<file path="src/rtl/csr_regbank.sv">
module csr_regbank #(
  parameter int AW = 4,
  parameter int DW = 8
) (
  input  logic          clk,
  input  logic          rst,
  input  logic [AW-1:0] addr,
  input  logic          r_stb,
  input  logic          w_stb,
  input  logic [DW-1:0] w_data,
  output logic [DW-1:0] r_data,
  input  logic          ready_i,
  input  logic          err_set_i,
  input  logic [DW-1:0] mask_clr_i,
  input  logic [4*DW-1:0] data_i,
  output logic          enable_o,
  output logic [DW-1:0] mask_o,
  output logic [DW-1:0] cmd_o,
  output logic          cmd_stb_o
);
  localparam int WW = 4 * DW;

  logic          en_q, err_q;
  logic [DW-1:0] mask_q;
  logic [WW-1:DW] snap_q;
  logic [DW-1:0] rd_mux;

  wire wr_ctrl = w_stb && addr == AW'(0);
  wire wr_stat = w_stb && addr == AW'(1);
  wire wr_mask = w_stb && addr == AW'(2);
  wire wr_cmd  = w_stb && addr == AW'(3);

  assign enable_o = en_q;
  assign mask_o   = mask_q;

  always_ff @(posedge clk) begin
    if (rst) begin
      en_q      <= 1'b0;
      err_q     <= 1'b0;
      mask_q    <= '0;
      cmd_o     <= '0;
      cmd_stb_o <= 1'b0;
    end else begin
      if (wr_ctrl) en_q <= w_data[0];
      if (err_set_i) err_q <= 1'b1;
      else if (wr_stat && w_data[1]) err_q <= 1'b0;
      mask_q    <= (mask_q & ~mask_clr_i) | ({DW{wr_mask}} & ~w_data);
      cmd_stb_o <= wr_cmd;
      if (wr_cmd) cmd_o <= w_data;
    end
  end

  always_comb begin
    case (addr)
      AW'(0):  rd_mux = {{(DW-1){1'b0}}, en_q};
      AW'(1):  rd_mux = {{(DW-2){1'b0}}, err_q, ready_i};
      AW'(2):  rd_mux = mask_q;
      AW'(4):  rd_mux = data_i[DW-1:0];
      AW'(5):  rd_mux = snap_q[2*DW-1:DW];
      AW'(6):  rd_mux = snap_q[3*DW-1:2*DW];
      AW'(7):  rd_mux = snap_q[4*DW-1:3*DW];
      default: rd_mux = '0;
    endcase
  end

  always_ff @(posedge clk) begin
    if (rst) begin
      r_data <= '0;
      snap_q <= '0;
    end else begin
      r_data <= r_stb ? rd_mux : '0;
      if (r_stb && addr == AW'(4)) snap_q <= data_i[WW-1:DW];
    end
  end

  assert_idle_zero_R2: assert property (@(posedge clk) disable iff (rst)
    !r_stb |=> r_data == '0);
  assert_ctrl_reserved_R3: assert property (@(posedge clk) disable iff (rst)
    (r_stb && addr == AW'(0)) |=> r_data[DW-1:1] == '0);
  assert_err_set_wins_R5: assert property (@(posedge clk) disable iff (rst)
    err_set_i |=> (r_stb && addr == AW'(1)) |=> r_data[1]);
  assert_mask_set_wins_R7: assert property (@(posedge clk) disable iff (rst)
    wr_mask |=> (mask_o & ~$past(w_data)) == ~$past(w_data));
  assert_cmd_pulse_R8: assert property (@(posedge clk) disable iff (rst)
    cmd_stb_o |-> $past(w_stb && addr == AW'(3)));
endmodule

</file>
<file path="config.mk">
export PLATFORM = sky130hd
export DESIGN_NAME = csr_regbank
export DESIGN_NICKNAME = d
export VERILOG_FILES = /design/src/rtl/csr_regbank.sv
export SDC_FILE = /design/constraint.sdc
export NUM_CORES = 1
export LEC_CHECK = 0
export ABC_AREA = 1
export BUFFER_PORTS_ARGS = -buffer_cell sky130_fd_sc_hd__buf_2
export CORE_UTILIZATION = 35
export CTS_CLUSTER_DIAMETER = 100
export DETAILED_ROUTE_END_ITERATION = 7
export HOLD_SLACK_MARGIN = 0.1
export PLACE_DENSITY = 0.67
export SYNTH_ARGS = -nofsm -noshare
export SYNTH_HDL_FRONTEND = slang
export SYNTH_SLANG_ARGS = --single-unit
</file>
<file path="constraint.sdc">
create_clock -name clk -period 1.89 [get_ports clk]
set_input_delay 0.378 -clock clk [delete_from_list [all_inputs] [get_ports clk]]
set_output_delay 0.378 -clock clk [all_outputs]
set_load 0.1 [all_outputs]
</file>
* Word-level counts from Yosys, hierarchy flattened
Cells that the tools add are included.
** Word-level totals
- Logic and storage cells :: 32
- Register bits after elaboration :: 51
- Input port bits :: 58
- Output and inout bits :: 26
** Cells by class
- Eq/ne operators :: 7
- Reduce and logical (&&, ||, !) cells :: 9
- Bitwise gates (word level) :: 6
- Mux-type cells :: 3
** Operators by type and width (count)
- case mux 8 bit (7 select lines) :: 1
- bitwise AND 8 bit :: 2
- equality test 4 x 3 -> 1 bit (second input constant) :: 4
- inverter 8 bit :: 2
- equality test 4 x 2 -> 1 bit (second input constant) :: 2
- OR 8 bit :: 1
- logical AND 1 bit :: 6
- equality test 4 x 1 -> 1 bit (second input constant) :: 1
- logical NOT 4 bit :: 1
- 2-to-1 mux 1 bit :: 2
- nonzero test 2 bit :: 1
- OR reduction 2 bit :: 1
- inverter 1 bit :: 1

* Longest topological paths before layout
Gate-level depths: netlist of run 1.
- Word-level depth :: 5
- Gate-level depth with buffers :: 8
- Depth with buffers taken out :: 7

* Worst setup path after synthesis of run 1
No wires, ideal clock.
- Path type :: flip-flop to flip-flop
- Start point :: register mask_q[0] (netlist: mask_o[0])
- End point :: register r_data[0]
- Clock period less this slack :: 1.384 ns
- Setup slack :: 0.506 ns
- Cell stages (with the launch flop) :: 5
- Path buffers :: 0
- Required time :: 1.819 ns
- Library setup time :: 0.071 ns
- Arrival time :: 1.313 ns
- Cell sequence :: dfxtp_1 -> nand3_1 -> nand2_1 -> nor2_1 -> a21oi_1
** On the way
- Cells in the longest elaborated chain, start to end :: 1
** RTL lines
- from (decl) :: RTL line 24 : logic [DW-1:0] mask_q;
- from (signal assigned) :: RTL line 47 : mask_q <= (mask_q & ~mask_clr_i) | ({DW{wr_mask}} & ~w_data);
- case mux 8 bit (7 select lines) :: RTL line 54 : case (addr)
- to (signal assigned) :: RTL line 71 : r_data <= r_stb ? rd_mux : '0;
- to (decl) :: RTL line 11 : output logic [DW-1:0] r_data,
Every way passes these cells.
A chain may end at the register's enable or synchronous reset.

* Worst setup path in the final report of run 1
- Start point :: register mask_q[7] (netlist: mask_o[7])
- End point :: output mask_o[7]
** RTL lines
- to (decl) :: RTL line 17 : output logic [DW-1:0] mask_o,
No word-level cell between the ends.

==> results of run 1 <==
[Yosys cell counts, drive strengths merged]
| cell | n |
|---|---|
| clkbuf | 5 |
| nand2 | 78 |
| nor2 | 26 |
| nor4 | 1 |
| inv | 30 |
| a21oi | 44 |
| nor3 | 2 |
| nand3 | 37 |
| buf | 7 |
| nand4 | 1 |
| dfxtp | 51 |
| o21ai | 19 |
[kinds of logic after synthesis]
family / count (synthesis) / share of synthesized area, %
DFF: 51 / 47.0
and+or+nand+nor: 145 / 29.6
AOI/OAI and AO/OA: 63 / 14.7
buffers and inverters: 42 / 8.70
[where the power goes]
group	switching, W	internal (W)	total, W
sequential	0.00000769	0.00109	0.00110
clock	0.000354	0.000429	0.000783
combinational	0.000162	0.0000767	0.000239
total	0.000524	0.00160	0.00212
[worst max path at each step]
| stage | from | end | cells after the start |
|---|---|---|---|
| finish | mask_o[7] | mask_o[7] | 1 |
| global route | mask_o[3] | mask_o[3] | 1 |
| CTS | mask_o[2] | mask_o[2] | 1 |
| detailed placement | addr[3] | snap_q[23] | 7 |
| global placement | addr[3] | r_data[2] | 8 |
| floorplan | mask_o[0] | r_data[0] | 4 |
[metal layers]
metal	track usage [%]	wire length [µm]
met4	5.36	65
met3	4.49	458
met1	23.9	2550
met2	30.7	2710
met5	0	0
[layout make-up]
cell class | instances | area, µm² | share of cell area, %
flip-flops and latches | 51 | 1020 | 36.9
multi-input cells | 208 | 962 | 34.8
repair buffers | 89 | 460 | 16.6
inverters | 30 | 113 | 4.07
well taps | 75 | 93.8 | 3.39
clock buffers | 6 | 82.6 | 2.98
clock inverters | 2 | 35.0 | 1.27
[worst register-to-register path, delay by kind of cell, from the launching register on]
kind	cells	cell delay, ps
flip-flops	1	360
AND/OR/NAND/NOR	3	230
AO/OA/AOI/OAI	1	160
[sequential cells by signal (all words and copies together) (netlist names)]
name	cells
cmd_stb_o	1
mask_o	8
r_data	8
enable_o	1
err_q	1
snap_q	24
cmd_o	8
[metrics by stage]
stage          worst slack [ps]  total power (W)
3_5_place_dp                255          0.00136
4_1_cts                     384          0.00214
3_3_place_gp                306          0.00136
5_1_grt                     343          0.00220
6_report                    401          0.00212
2_1_floorplan               506          0.00126
==> results.ini, run 1 <==
[synthesis]
number_of_library_cell_types_mapped_by_synthesis=21
synth_fp_nets=359
synth_top_cell_by_area=sky130_fd_sc_hd__dfxtp_1
ys.warnings.count=0
synth.area.top_cells=sky130_fd_sc_hd__dfxtp_1 47%, sky130_fd_sc_hd__nand2_1 13%, sky130_fd_sc_hd__a21oi_1 10%
synth_seq_cells=51
syn-instance-count=301
synth.top_cell.area_share_pct=47.0
post_synth_instance_area_mm2=0.00217
synth.avg_cell_area_um2=7.22
post_synthesis_sequential_area_ratio_pct=47.0

[drt]
detail_route.iter0.violations=136
post_route_wl_um=5790
via_count=2217
drt_first_pass_iters=4
wl_per_cell_um=12.6
vias_per_cell=4.81
final_antenna_net_count=0
detail_route.drc_violations=0

[place]
routabilityCongestion=0.869
detailed_place.area_mm2=0.00265
numPlacedInstances=453
dp.final_hpwl_um=4470
port_bufs=83

[min_path]
worstHoldStart=err_set_i
hold-path-cell-count=3
hold_class=input pin to flop
worst_hold_path.endpoint=err_q

[grt]
grt_antenna_before_repair=0
grt_max_degree=30
grt_first_pass_wirelength_um=9140
global_route.overflow_total=0
grt_pass1_vias=2006
grtUsageTotal_pct=18.5

[sta]
finalClockSkew_ps=7.66
fmaxAchievable_mhz=672
timing.final.crit_period_ps=1490
slew-limit-headroom_pct=64.1
setup_violations_final=0
hold_slack_ps=295
timing.final.max_slew_violations=0
totalNegativeSetupSlack_ps=0
timing.final.hold_violations=0
tightest_slew_ps=537
grt_setup_unrepaired=no
final.period_utilization_pct=78.8

[cts]
hold_buffers=0
htreeDepth=2
cts-buffers-inserted=5
clock_tree.buffer_depth=2
ctsRootBufferMaster=sky130_fd_sc_hd__clkbuf_8
cts.sink_count=51
clock_pin_transition_on_the_worst_setup_and_hold_timing_paths_ps=90
cts_resized=0
clk_latency_ps=310
cts_tree=built
postCtsSetupRepairBufs=0

[run_status]
outcome=finished clean

[power]
power-per-cell-area_mw_per_mm2=766
vdd_ir_drop_max_uv=419
power_leakage_nw=1.27

[run]
timing.max_cap.violations=0

[layout]
area.growth.synth_to_final_pct=27.4
post_route_cells_drive_above_1_share_pct=28.0
final_cell_mix=83 x sky130_fd_sc_hd__buf_2, 74 x sky130_fd_sc_hd__nand2_1, 51 x sky130_fd_sc_hd__dfxtp_1
utilization_pct=46.5
fill_cells=652
antenna_cells=0
most_common_library_cell_in_the_layout_ignoring_fill_and_taps=sky130_fd_sc_hd__buf_2
finish.instance_area_mm2=0.00277
fin_nets=443
post_layout_nonfiller_instances=461

[worst_setup_path]
critical_path.slowest_cell=sky130_fd_sc_hd__buf_2
critical_path.cell_chain=buf_2
family_with_the_most_delay_on_the_worst_path=buffers and inverters
critical_path.n_buffers_inverters=1
endpoint_kind=output port
regToRegStartpoint=enable_o
timing.reg2reg.setup_slack_ps=1070
reg2reg_depth=4
critPathMaxStageDelay_ps=440
critical_path_required_ps=1510
r2r-end=r_data[0]
cp_data_arrival_time_ps=1110
largest_fanout_of_any_net_on_the_critical_path=3
timing.critical_path.from_type=flop
timing_worst_setup_path_type=flop to output port

[die]
floorplan.initialDensity_pct=36.5
boundaryPins=84
die_w_um=80.8
floorplan.die_area_mm2=0.00652
core_mm2=0.00596
number_of_core_rows=28
y_dimension_of_the_die_um=80.8

Power figures use the tool's default switching activity.
==> inputs of run 2 (changes only) <==
clock period = 1.44 ns   (was 1.89 ns; I/O delays follow)
==> results.ini, run 2 (same netlist as run 1, synthesis figures left out) <==
[cts]
ctsRootBufferMaster=sky130_fd_sc_hd__clkbuf_8
clock_pin_transition_on_the_worst_setup_and_hold_timing_paths_ps=80  ; about the same
clock_tree.buffer_depth=2  ; unchanged
cts-buffers-inserted=5  ; unchanged
cts_tree=built
htreeDepth=2  ; unchanged
postCtsSetupRepairBufs=0  ; unchanged
clk_latency_ps=300  ; about the same
cts.sink_count=51  ; unchanged

[layout]
largest_register=snap_q
final_cell_mix=79 x sky130_fd_sc_hd__buf_2, 74 x sky130_fd_sc_hd__nand2_1, 51 x sky130_fd_sc_hd__dfxtp_1
fill_cells=625  ; -4.1%
most_common_library_cell_in_the_layout_ignoring_fill_and_taps=sky130_fd_sc_hd__buf_2
sequential_cell_area_mm2=0.00102  ; unchanged
area.growth.synth_to_final_pct=29.7
multi_input_comb_area_um2=962  ; unchanged
post_route_cells_drive_above_1_share_pct=28.6  ; +0.67 points
finish.instance_area_mm2=0.00282  ; +1.8%
fin_nets=448  ; +1.1%
largest_reg_flops=24  ; unchanged
antenna_cells=0  ; unchanged

[worst_setup_path]
largest_fanout_of_any_net_on_the_critical_path=3  ; unchanged
endpoint_kind=output port
critical_path.slowest_cell=sky130_fd_sc_hd__buf_2
critPathMaxStageDelay_ps=440  ; about the same
timing.critical_path.from_type=flop
family_with_the_most_delay_on_the_worst_path=buffers and inverters
cp_data_arrival_time_ps=1100  ; about the same
critical_path_required_ps=1150  ; -360 ps
critical_path.cell_chain=buf_2
critical_path.n_buffers_inverters=1  ; unchanged
timing_worst_setup_path_type=flop to output port

[sta]
fmaxAchievable_mhz=719
timing.final.hold_violations=0  ; unchanged
final.period_utilization_pct=96.6
setup_violations_final=0  ; unchanged
timing.final.max_slew_violations=0  ; unchanged
final_critical_path_setup_slack_ps=48.6  ; -352 ps
grt_setup_unrepaired=no
totalNegativeSetupSlack_ps=0  ; unchanged
tightest_slew_ps=502  ; -35.4 ps
finalClockSkew_ps=8.47  ; +0.814 ps
timing.final.crit_period_ps=1390
slew-limit-headroom_pct=66.8  ; +2.7 points

[place]
routabilityCongestion=0.825  ; -5.0%
detailed_place.area_mm2=0.00271  ; +2.4%
dp.final_hpwl_um=4370  ; -2.3%
dp_worst_slack_ps=2.02  ; -252 ps
port_bufs=83  ; unchanged

[grt]
grt_first_pass_wirelength_um=9020  ; -1.3%
grt_max_degree=30  ; unchanged
global_route.overflow_total=0  ; unchanged
grt_antenna_before_repair=0  ; unchanged
grtUsageTotal_pct=18.5  ; -0.072 points
grt_pass1_vias=2027  ; +1.0%

[die]
number_of_core_rows=28  ; unchanged
floorplan.initialDensity_pct=36.5  ; unchanged
die_w_um=80.8  ; unchanged
y_dimension_of_the_die_um=80.8  ; unchanged
floorplan.die_area_mm2=0.00652  ; unchanged
core_mm2=0.00596  ; unchanged
boundaryPins=84  ; unchanged

[drt]
via_count=2188  ; -1.3%
drt_first_pass_iters=4  ; unchanged
wl_per_cell_um=12.4  ; -1.5%
final_antenna_net_count=0  ; unchanged
detail_route.drc_violations=0  ; unchanged
post_route_wl_um=5760  ; -0.45%
detail_route.iter0.violations=97  ; -29%
vias_per_cell=4.70  ; -2.4%

[power]
power-per-cell-area_mw_per_mm2=926  ; +21%
vdd_ir_drop_max_uv=438  ; +4.6%
power_leakage_nw=1.29  ; +1.1%

[run_status]
outcome=finished clean

[run]
timing.max_cap.violations=0  ; unchanged

[min_path]
hold_class=input pin to flop

## run 2: layout make-up
class	count	area share, %
flip-flops and latches	51	36.2
repair buffers	94	18.9
clock inverters	1	0.311
well taps	75	3.33
clock buffers	7	3.06
inverters	30	4.00
multi-input cells	208	34.1
## run 2: final timing paths
| kind | depth (start not counted) | from | end | slack [ps] |
|---|---|---|---|---|
| worst min-delay path | 3 | err_set_i | err_q | 210 |
| worst min register to register | 2 | snap_q[20] | snap_q[20] | 450 |
| worst max register to register | 4 | snap_q[19] | r_data[3] | 650 |
| worst max-delay path | 1 | mask_o[6] | mask_o[6] | 50 |
## run 2: per-layer routing
layer / wire length (µm) / track usage, %
met5: 0 / 0
met1: 2540 / 22.9
met2: 2760 / 31.9
met4: 63 / 5.89
met3: 405 / 3.82
## run 2: worst reg2reg max path, cell delays in order, from the launching register on
cell                      delay, ps
sky130_fd_sc_hd__dfxtp_1        320
sky130_fd_sc_hd__inv_1           40
sky130_fd_sc_hd__o21ai_0        220
sky130_fd_sc_hd__nor2_1          80
sky130_fd_sc_hd__nor2_1          80
## run 2: through the flow
stage               hold WS, ps  std cells  utilization, %  total power, W
finish                      213        466            47.3         0.00261
floorplan                   405        301               -         0.00166
detailed placement          436        458            45.5         0.00180
global route                233        466            47.3         0.00273
global placement            434        458            45.5         0.00179
CTS                         210        466            47.1         0.00264
## run 2: power breakdown
group          switching, W  total, W  internal, W
registers         0.0000102   0.00144      0.00143
logic              0.000211  0.000320     0.000109
clock network      0.000453  0.000847     0.000394
total              0.000675   0.00261      0.00193
## run 2: timing repair
action | CTS | global route
resized for setup | 0 | 4
endpoints found under the setup margin | 0 | 4
hold buffers | 0 | 0
==> inputs of run 3 (changes only) <==
ABC_AREA = not set   (was 1)
TNS_END_PERCENT = 10   (was not set)
==> results.ini, run 3 <==
[worst_setup_path]
cp_data_arrival_time_ps=1100  ; about the same
critical_path.slowest_cell=sky130_fd_sc_hd__buf_2
cp_num_cells=1  ; unchanged
critical_path.cell_chain=buf_2
worst_setup_path_endpoint=mask_o[0]
timing.critical_path.from_type=flop
largest_fanout_of_any_net_on_the_critical_path=3  ; unchanged
r2r-end=r_data[7]
timing_worst_setup_path_type=flop to output port
critical_path_required_ps=1150  ; about the same
timing.reg2reg.setup_slack_ps=180  ; -470 ps
family_with_the_most_delay_on_the_worst_path=buffers and inverters
critical_path.n_buffers_inverters=1  ; unchanged
critPathLaunch=mask_o[0]
endpoint_kind=output port
critPathMaxStageDelay_ps=440  ; about the same
reg2reg_depth=4  ; unchanged
regToRegStartpoint=snap_q[23]

[layout]
fin_nets=394  ; -12%
largest_register=snap_q
sequential_cell_area_mm2=0.00102  ; +0.12%
area.growth.synth_to_final_pct=32.9
utilization_pct=48.5  ; +1.2 points
multi_input_comb_area_mm2=0.00101  ; +4.7%
final_cell_mix=76 x sky130_fd_sc_hd__buf_2, 56 x sky130_fd_sc_hd__nand2_1, 50 x sky130_fd_sc_hd__dfxtp_1
antenna_cells=0  ; unchanged
most_common_library_cell_in_the_layout_ignoring_fill_and_taps=sky130_fd_sc_hd__buf_2
post_route_cells_drive_above_1_share_pct=35.0  ; +6.4 points
largest_reg_flops=24  ; unchanged
fill_cells=601  ; -3.8%

[synthesis]
ys_dominant_reg_cell=sky130_fd_sc_hd__dfxtp_1
number_of_library_cell_types_mapped_by_synthesis=31  ; +48%
syn-instance-count=250  ; -17%
synth_seq_cells=51  ; unchanged
synth-edff-count=0  ; unchanged
post_synthesis_sequential_area_ratio_pct=47.0  ; about the same
synth.top_cell.area_share_pct=47.0  ; about the same
ys.warnings.count=0  ; unchanged
synth.area.top_cells=sky130_fd_sc_hd__dfxtp_1 47%, sky130_fd_sc_hd__nand2_1 9.7%, sky130_fd_sc_hd__a21oi_1 6.4%
synth.avg_cell_area_um2=8.69  ; +20%
synth.top_cells.by_count=56 x sky130_fd_sc_hd__nand2_1, 51 x sky130_fd_sc_hd__dfxtp_1, 28 x sky130_fd_sc_hd__a21oi_1, 17 x sky130_fd_sc_hd__nor2_1, 12 x sky130_fd_sc_hd__nor2b_1
synth_fp_nets=308  ; -14%
synth_async_sr_flop_share_pct=0  ; unchanged
yosysMostFrequentCell=sky130_fd_sc_hd__nand2_1
synth_top_cell_by_area=sky130_fd_sc_hd__dfxtp_1
post_synth_instance_area_mm2=0.00217  ; about the same

[place]
dp.final_hpwl_um=4410  ; +0.96%
routabilityCongestion=0.852  ; +3.2%
port_bufs=83  ; unchanged

[cts]
clock_tree.buffer_depth=2  ; unchanged
clock_pin_transition_on_the_worst_setup_and_hold_timing_paths_ps=90  ; about the same
cts-buffers-inserted=5  ; unchanged
cts_tree=built
ctsRootBufferMaster=sky130_fd_sc_hd__clkbuf_8
cts.sink_count=51  ; unchanged
clk_latency_ps=300  ; about the same
htreeDepth=2  ; unchanged

[sta]
totalNegativeSetupSlack_ps=0  ; unchanged
timing.final.max_slew_violations=0  ; unchanged
grt_setup_unrepaired=no
timing.final.hold_violations=0  ; unchanged
finalClockSkew_ps=9.51  ; +1.05 ps
timing.final.crit_period_ps=1390  ; -4.09 ps
tightest_slew_ps=490  ; -11.5 ps
slew-limit-headroom_pct=67.5  ; +0.76 points
hold_slack_ps=202  ; -11.9 ps
setup_violations_final=0  ; unchanged
final.period_utilization_pct=96.3  ; -0.28 points
fmaxAchievable_mhz=721  ; +0.29%

[drt]
vias_per_cell=4.79  ; +2.0%
via_count=1973  ; -9.8%
wl_per_cell_um=13.8  ; +11%
detail_route.iter0.violations=143  ; +47%
detail_route.drc_violations=0  ; unchanged
drt_first_pass_iters=4  ; unchanged
post_route_wl_um=5670  ; -1.6%
final_antenna_net_count=0  ; unchanged

[die]
y_dimension_of_the_die_um=80.8  ; about the same
floorplan.initialDensity_pct=36.5  ; about the same
die_w_um=80.8  ; about the same
core_mm2=0.00596  ; unchanged
boundaryPins=84  ; unchanged
floorplan.die_area_mm2=0.00653  ; about the same
number_of_core_rows=28  ; unchanged

[power]
power-per-cell-area_mw_per_mm2=885  ; -4.4%
power_report.internal_total_w=0.00190  ; -1.6%
switching_share_pct=25.6  ; -0.27 points
power_leakage_nw=1.21  ; -6.1%
power.sequential.fraction_pct=56.2  ; +1.0 points
power.net_switching_w=0.000655  ; -3.0%
p_comb_share_pct=12.4  ; about the same
power_frac_clock_pct=31.3  ; -1.2 points
vdd_ir_drop_max_uv=430  ; -1.8%

[run_status]
outcome=finished clean

[grt]
grt_max_degree=28  ; -6.7%
grt_first_pass_wirelength_um=8780  ; -2.7%
grt_pass1_vias=1840  ; -9.2%
grtUsageTotal_pct=17.9  ; -0.54 points
global_route.overflow_total=0  ; unchanged
grt_antenna_before_repair=0  ; unchanged

[run]
timing.max_cap.violations=0  ; unchanged

[min_path]
hold_class=input pin to flop

## run 3: power by group through the flow
stage	combinational [W]	clock (W)	sequential, W
floorplan	0.000127	0	0.00152
global placement	0.000314	0	0.00147
detailed placement	0.000317	0	0.00147
CTS	0.000318	0.000836	0.00144
global route	0.000343	0.000904	0.00144
finish	0.000317	0.000801	0.00144
## run 3: tightest hold or removal path, delay by kind of cell
kind	cells	cell delay, ps
simple gates	1	70
buf+inv	1	80
compound gates	1	30
## run 3: metal layers
metal	wire (µm)	GRT usage, %	vias to the layer above
met5	0	0	-
met4	70	5.89	0
met3	355	4.49	5
met2	2670	28.1	55
met1	2570	24.0	890
li1	-	-	1023
## run 3: area by class of cell
type / count / share of cell area, %
sequential: 51 / 35.4
multi-input combinational: 171 / 34.9
timing repair buffer: 97 / 22.1
tap: 75 / 3.25
clock buffer: 5 / 2.38
inverter: 10 / 1.30
clock inverter: 3 / 0.693
## run 3: metrics by stage
step	total power (W)	instances	cell area [µm²]	setup slack, ps
finish	0.00256	412	2890	52.7
global route	0.00269	412	2890	11.0
CTS	0.00259	412	2890	28.9
floorplan	0.00164	250	2170	-68.1
global placement	0.00178	404	2790	-35.7
detailed placement	0.00179	404	2790	-125
## run 3: worst min-delay path by stage
stage / from / end / slack [ps] / cells after the start
floorplan: err_set_i / err_q / 410 / 2
global placement: snap_q[8] / snap_q[8] / 450 / 2
detailed placement: snap_q[19] / snap_q[19] / 450 / 2
CTS: data_i[16] / snap_q[16] / 200 / 3
global route: data_i[16] / snap_q[16] / 200 / 3
finish: err_set_i / err_q / 200 / 3
## run 3: logic make-up after synthesis
| group | Yosys count | synth area share (%) |
|---|---|---|
| and+or+nand+nor | 99 | 21.5 |
| DFF | 51 | 47.0 |
| AOI/OAI and AO/OA | 55 | 16.3 |
| buffers and inverters | 28 | 6.68 |
| muxes | 17 | 8.46 |
## run 3: repair_timing
action | 4_1_cts | 5_1_grt
setup endpoints to repair | 2 | 1
buffers inserted | 0 | 0
gates cloned | 0 | 0
hold buffers | 0 | 0
gates resized for setup | 2 | 1
pin swaps | 0 | 0
